$ cat config.mk
export PLATFORM = sky130hd
export DESIGN_NAME = win_addr_gen
export DESIGN_NICKNAME = d
export VERILOG_FILES = /design/src/rtl/wag_pkg.sv /design/src/rtl/wag_cfg.sv /design/src/rtl/wag_count.sv /design/src/rtl/wag_addr.sv /design/src/rtl/win_addr_gen.sv
export SDC_FILE = /design/constraint.sdc
export NUM_CORES = 1
export LEC_CHECK = 0
export ABC_AREA = 1
export CAP_MARGIN = 5
export CORE_MARGIN = 1.5
export CORE_UTILIZATION = 35
export CTS_CLUSTER_SIZE = 30
export DETAILED_ROUTE_END_ITERATION = 10
export GPL_TIMING_DRIVEN = 0
export PLACE_DENSITY_LB_ADDON = 0.08
export SETUP_SLACK_MARGIN = 0.05
export SYNTH_ARGS = -nofsm -noshare
export SYNTH_HDL_FRONTEND = slang
export SYNTH_SLANG_ARGS = --single-unit
$ cat constraint.sdc
create_clock -name clk -period 4.6 [get_ports clk]
set_clock_uncertainty 0.2 [all_clocks]
set_input_delay 0.92 -clock clk [delete_from_list [all_inputs] [get_ports clk]]
set_output_delay 0.92 -clock clk [all_outputs]
set_load 0.02 [all_outputs]
$ cat src/rtl/wag_pkg.sv
package wag_pkg;
  // Legal window geometry for a port with `ratio` port words per memory word.
  function automatic logic cfg_legal(input logic [31:0] len, input logic [31:0] nrows,
                                     input logic [31:0] gap, input int unsigned ratio);
    return ((len % ratio) == 0) && (len >= 4 * ratio) && (gap != 0) &&
           ((gap % ratio) == 0) && (nrows != 0);
  endfunction
endpackage

$ cat src/rtl/wag_cfg.sv
module wag_cfg #(
  parameter int CNT_W = 16,
  parameter int PORT_AW = 20,
  parameter int unsigned RATIO = 2,
  parameter bit DYNAMIC = 1'b1,
  parameter int FIX_LEN = 16,
  parameter int FIX_ROWS = 4,
  parameter int FIX_SKIP = 16
) (
  input  logic               clk,
  input  logic               rst_n,
  input  logic               start,
  input  logic [CNT_W-1:0]   in_len,
  input  logic [CNT_W-1:0]   in_rows,
  input  logic [PORT_AW-1:0] in_skip,
  output logic [CNT_W-1:0]   len_q,
  output logic [CNT_W-1:0]   rows_q,
  output logic [PORT_AW-1:0] skip_q,
  output logic               cfg_bad
);
  generate
    if (DYNAMIC) begin : g_dyn
      logic [CNT_W-1:0]   len_r, rows_r;
      logic [PORT_AW-1:0] skip_r;
      always_ff @(posedge clk or negedge rst_n) begin
        if (!rst_n) begin
          len_r  <= CNT_W'(FIX_LEN);
          rows_r <= CNT_W'(FIX_ROWS);
          skip_r <= PORT_AW'(FIX_SKIP);
        end else if (start) begin
          len_r  <= in_len;
          rows_r <= in_rows;
          skip_r <= in_skip;
        end
      end
      assign len_q   = len_r;
      assign rows_q  = rows_r;
      assign skip_q  = skip_r;
      assign cfg_bad = !wag_pkg::cfg_legal(32'(in_len), 32'(in_rows), 32'(in_skip), RATIO);
    end else begin : g_fix
      assign len_q   = CNT_W'(FIX_LEN);
      assign rows_q  = CNT_W'(FIX_ROWS);
      assign skip_q  = PORT_AW'(FIX_SKIP);
      assign cfg_bad = 1'b0;
    end
  endgenerate
endmodule

$ cat src/rtl/wag_count.sv
module wag_count #(
  parameter int CNT_W = 16
) (
  input  logic             clk,
  input  logic             rst_n,
  input  logic             start,
  input  logic             adv,
  input  logic [CNT_W-1:0] len,
  input  logic [CNT_W-1:0] rows,
  output logic             row_end,
  output logic             win_end
);
  logic [CNT_W-1:0] col, row;

  assign row_end = (col == len - 1'b1);
  assign win_end = row_end && (row == rows - 1'b1);

  always_ff @(posedge clk or negedge rst_n) begin
    if (!rst_n) begin
      col <= '0;
      row <= '0;
    end else if (start) begin
      col <= '0;
      row <= '0;
    end else if (adv) begin
      if (row_end) begin
        col <= '0;
        row <= row + 1'b1;
      end else begin
        col <= col + 1'b1;
      end
    end
  end
endmodule

$ cat src/rtl/wag_addr.sv
module wag_addr #(
  parameter int PORT_AW = 20
) (
  input  logic               clk,
  input  logic               rst_n,
  input  logic               load,
  input  logic [PORT_AW-1:0] load_addr,
  input  logic               adv,
  input  logic               jump,
  input  logic [PORT_AW-1:0] skip,
  output logic [PORT_AW-1:0] addr
);
  // Next port address; wraps naturally at PORT_AW bits.
  function automatic logic [PORT_AW-1:0] advance(input logic [PORT_AW-1:0] a,
                                                 input logic j,
                                                 input logic [PORT_AW-1:0] gap);
    return j ? (a + 1'b1 + gap) : (a + 1'b1);
  endfunction

  always_ff @(posedge clk or negedge rst_n) begin
    if (!rst_n)    addr <= '0;
    else if (load) addr <= load_addr;
    else if (adv)  addr <= advance(addr, jump, skip);
  end
endmodule

$ cat src/rtl/win_addr_gen.sv
module win_addr_gen #(
  parameter int MEM_AW = 22,
  parameter int PORT_AW = 20,
  parameter int unsigned RATIO = 2,
  parameter int CNT_W = 16,
  parameter bit DYNAMIC = 1'b1,
  parameter int FIX_LEN = 16,
  parameter int FIX_ROWS = 4,
  parameter int FIX_SKIP = 16
) (
  input  logic                      clk,
  input  logic                      rst_n,
  input  logic                      start,
  input  logic [PORT_AW-1:0]        start_addr,
  input  logic [MEM_AW-PORT_AW-1:0] base,
  input  logic                      step,
  input  logic [CNT_W-1:0]          row_len,
  input  logic [CNT_W-1:0]          rows,
  input  logic [PORT_AW-1:0]        skip,
  output logic [MEM_AW-1:0]         phys_addr,
  output logic                      ready,
  output logic                      err
);
  localparam int BASE_W = MEM_AW - PORT_AW;

  logic [CNT_W-1:0]   len_q, rows_q;
  logic [PORT_AW-1:0] skip_q, port_addr;
  logic cfg_bad, row_end, win_end;
  logic acc_fire, stray_step;

  assign acc_fire   = step && !ready && !start;
  assign stray_step = step && ready && !start;

  wag_cfg #(
    .CNT_W(CNT_W), .PORT_AW(PORT_AW), .RATIO(RATIO), .DYNAMIC(DYNAMIC),
    .FIX_LEN(FIX_LEN), .FIX_ROWS(FIX_ROWS), .FIX_SKIP(FIX_SKIP)
  ) u_cfg (
    .clk(clk), .rst_n(rst_n), .start(start),
    .in_len(row_len), .in_rows(rows), .in_skip(skip),
    .len_q(len_q), .rows_q(rows_q), .skip_q(skip_q), .cfg_bad(cfg_bad)
  );

  wag_count #(.CNT_W(CNT_W)) u_cnt (
    .clk(clk), .rst_n(rst_n), .start(start), .adv(acc_fire),
    .len(len_q), .rows(rows_q), .row_end(row_end), .win_end(win_end)
  );

  wag_addr #(.PORT_AW(PORT_AW)) u_addr (
    .clk(clk), .rst_n(rst_n), .load(start), .load_addr(start_addr),
    .adv(acc_fire), .jump(row_end), .skip(skip_q), .addr(port_addr)
  );

  always_ff @(posedge clk or negedge rst_n) begin
    if (!rst_n) begin
      ready <= 1'b1;
      err   <= 1'b0;
    end else if (start) begin
      ready <= cfg_bad;
      err   <= cfg_bad;
    end else begin
      err <= stray_step;
      if (acc_fire && win_end) ready <= 1'b1;
    end
  end

  assign phys_addr = {BASE_W'(base), port_addr};
endmodule

==> flow_metrics.py <==
metrics = {
    "outcome": {
        "status": "completed",
    },
    "global_route": {
        "grt_max_degree": 72,
        "grt_usage": 0.224,
        "grt_antenna_before_repair": 0,
        "grt_pass1_wl_mm": 42.4,
        "first_global_vias": 8109,
        "grt_remaining_overflow": 0,
    },
    "clocking": {
        "htree_levels": 3,
        "cts.clk_slew.worst_paths_ns": 0.08,
        "holdBufCountCts": 0,
        "worstSkewPairLatency_ns": 0.36,
        "cts_setup_buffers": 0,
        "post_cts_resized": 0,
        "cts_sinks": 106,
        "cts_tree": "yes",
        "cts_max_path_buffers": 2,
        "cts_inserted_buffers": 9,
        "clockRootBuffer": "clkbuf_16",
    },
    "timing": {
        "min_period_ns": 3.86,
        "finalSetupTns_ns": 0,
        "slew_headroom": 0.251,
        "hold_slack_ns": 0.252,
        "rsz0062_at_grt": "no",
        "final-max-slew-violation-count": 0,
        "setup_viol": 0,
        "finalHoldViolations": 0,
        "period_share": 0.838,
        "tightest_slew_ns": 1.11,
        "fmax_mhz": 259,
    },
    "synth": {
        "async_flop_share": 1.00,
        "ys_types": 39,
        "netlist_instances": 1254,
        "avgSynthCellArea_sq_um": 6.50,
        "yosys_register_bits": 106,
        "synthFlopType": "dfrtp_1",
        "synth_area_sq_mm": 0.00815,
        "synth_edf_count": 0,
        "seq_area_frac_synth": 0.326,
        "syn_nets": 1361,
        "ys_warn_count": 0,
    },
    "power": {
        "finalPower_uw": 2960,
        "vdd_drop_max_mv": 0.166,
        "pwr_density_cell_mw_per_mm2": 299,
        "leakage_uw": 0.00477,
    },
    "drt": {
        "wl_mm": 26.0,
        "wl_per_cell_um": 15.5,
        "final_antenna_net_count": 0,
        "drc": 0,
        "drt-initial-drc-count": 509,
        "firstDrtPassIters": 5,
        "num_vias": 8250,
        "viasPerCell": 4.90,
    },
    "setup_path": {
        "slowest_delay_ns": 0.47,
        "cp_cell_sequence": "ha_1 -> nand3_1 -> nor2_1 -> nand4_1 -> nor2_1 -> nand3_1 -> inv_1 -> or2_2 -> inv_1 -> ha_1 -> nand2_1 -> nor2_1 -> and2_1 -> o21ai_0 -> nand4_1 -> nand2_1 -> nand2_1 -> nand3_1 -> nand2_1 -> nand2_1",
        "cpMaxStageDelayCell": "dfrtp_1",
        "worstPathRequired_ns": 4.66,
        "critPathBufInv": 2,
        "path_class": "flop to flop",
        "critPathArrivalTime_ns": 3.91,
        "critPathLaunchType": "flop",
        "crit_top_cell": "nand2_1",
        "crit_family": "simple AND/OR/NAND/NOR gates",
        "end_kind": "flop",
        "cp_max_fo": 7,
    },
    "worst_hold_path": {
        "holdCritPathClass": "input port to asynchronous set/reset pin",
    },
    "floorplanning": {
        "die-area_sq_mm": 0.0242,
        "core_sq_mm": 0.0228,
        "initial_core_util": 0.358,
        "dieHeight_um": 156,
        "row_count": 55,
        "io_pins": 102,
        "die_w_um": 156,
    },
    "final_layout": {
        "final_area_sq_mm": 0.00988,
        "nets": 1472,
        "diodes": 0,
        "n_fill_cell": 2447,
        "area_growth_pct": 21.1,
        "drive_gt1_frac": 0.0365,
        "final_core_util": 0.434,
    },
    "placed_design": {
        "io_buffers": 99,
        "gp_congestion": 0.915,
        "hpwlAfterDp_mm": 20.6,
        "placed_cell_area_sq_mm": 0.00956,
    },
    "job": {
        "cap_violations": 0,
    },
}
[report_power, final]
group	internal, uW	switching, uW	total, uW	leakage, uW
clock network	459	391	850	0.000154
logic	394	591	986	0.00329
registers	1010	109	1120	0.00133
[kinds of logic (layout without fill, tap and decap cells)]
| family | after synthesis | in the layout | synth area share |
|---|---|---|---|
| XOR/XNOR | 71 | 71 | 0.0780 |
| adder cells (fa/ha/maj) | 29 | 29 | 0.0454 |
| flip-flops | 106 | 106 | 0.326 |
| buffers and inverters | 153 | 269 | 0.0757 |
| AND/OR/NAND/NOR | 778 | 778 | 0.396 |
| AO/OA/AOI/OAI | 117 | 117 | 0.0793 |
[Yosys cell counts (8+ instances only)]
cell / n / area, sq um
nand3b_1: 8 / 60.1
nor4_1: 10 / 62.6
ha_1: 28 / 350
o21ai_1: 8 / 40.0
dfrtp_1: 102 / 2550
nand3_1: 96 / 480
a21oi_1: 29 / 145
o21ai_0: 55 / 275
clkbuf_1: 22 / 82.6
nor3_1: 19 / 95.1
xnor2_1: 24 / 210
xor2_1: 46 / 403
inv_1: 115 / 432
nand2_1: 455 / 1710
nand4_1: 17 / 106
nor2_1: 155 / 582
[sequential cells by signal, summed over array words and instances (netlist names)]
| name | cells |
|---|---|
| u_addr.addr | 20 |
| u_cfg.skip_q | 20 |
| u_cfg.len_q | 16 |
| u_cfg.rows_q | 16 |
| u_cnt.col | 16 |
| u_cnt.row | 16 |
| err | 1 |
| ready | 1 |
[layout by cell type, fill, tap and decap left out, types with 3 or more instances in the layout]
cell	Yosys	layout
inv_1	115	115
nand2_1	455	455
nor3_1	19	19
nor4_1	10	10
a21oi_1	29	29
buf_2	3	3
xnor2_1	24	24
clkbuf_1	22	23
nand3_1	96	96
o21ai_0	55	55
clkdlybuf4s50_1	0	98
clkbuf_16	0	9
dfstp_2	4	4
buf_6	4	5
ha_1	28	28
xor2_1	46	46
o21ai_1	8	8
nor2_1	155	155
o21bai_1	5	5
o22ai_1	6	6
nor2_2	6	6
nand4_1	17	17
dfrtp_1	102	102
o21ai_2	4	4
a21o_1	6	6
nand3b_1	8	8
and2_1	4	4
buf_1	5	5
nor2_4	3	3
[worst paths after layout]
path                            startpoint               to  slack [ns]  depth (start not counted)
max in group asynchronous            rst_n  u_cfg.skip_q[4]        3.21                          2
min                                  rst_n  u_cfg.len_q[12]        0.25                          1
max reg2reg                 u_addr.addr[0]  u_addr.addr[17]        0.74                         20
min reg2reg                u_cfg.skip_q[3]  u_cfg.skip_q[3]        0.29                          2
min in group clk           u_cfg.skip_q[3]  u_cfg.skip_q[3]        0.29                          2
max                         u_addr.addr[0]  u_addr.addr[17]        0.74                         20
[stage by stage]
| stage | worst slack [ns] | std cells |
|---|---|---|
| after floorplan | 1.39 | 1254 |
| after global placement | -2.06 | 1666 |
| after detailed placement | 0.702 | 1667 |
| after CTS | 0.785 | 1683 |
| after global routing | 0.371 | 1683 |
| final | 0.744 | 1683 |
[metal layers]
metal | part of all wire | GRT usage | vias to the layer above
met3 | 0.033 | 0.0211 | 30
li1 | - | - | 4203
met1 | 0.51 | 0.324 | 3852
met2 | 0.43 | 0.354 | 165
met4 | 0.020 | 0.0676 | 0
met5 | 0 | 0 | -
[area by class of cell]
| class | instances | area [sq um] | share of cell area |
|---|---|---|---|
| tap | 313 | 392 | 0.0397 |
| clock inverter | 4 | 56.3 | 0.00570 |
| buffer | 36 | 176 | 0.0179 |
| sequential | 106 | 2660 | 0.269 |
| multi-input combinational | 995 | 4880 | 0.494 |
| timing repair buffer | 100 | 1020 | 0.103 |
| inverter | 117 | 440 | 0.0446 |
| clock buffer | 12 | 256 | 0.0260 |
(Power assumes the default switching activity.)
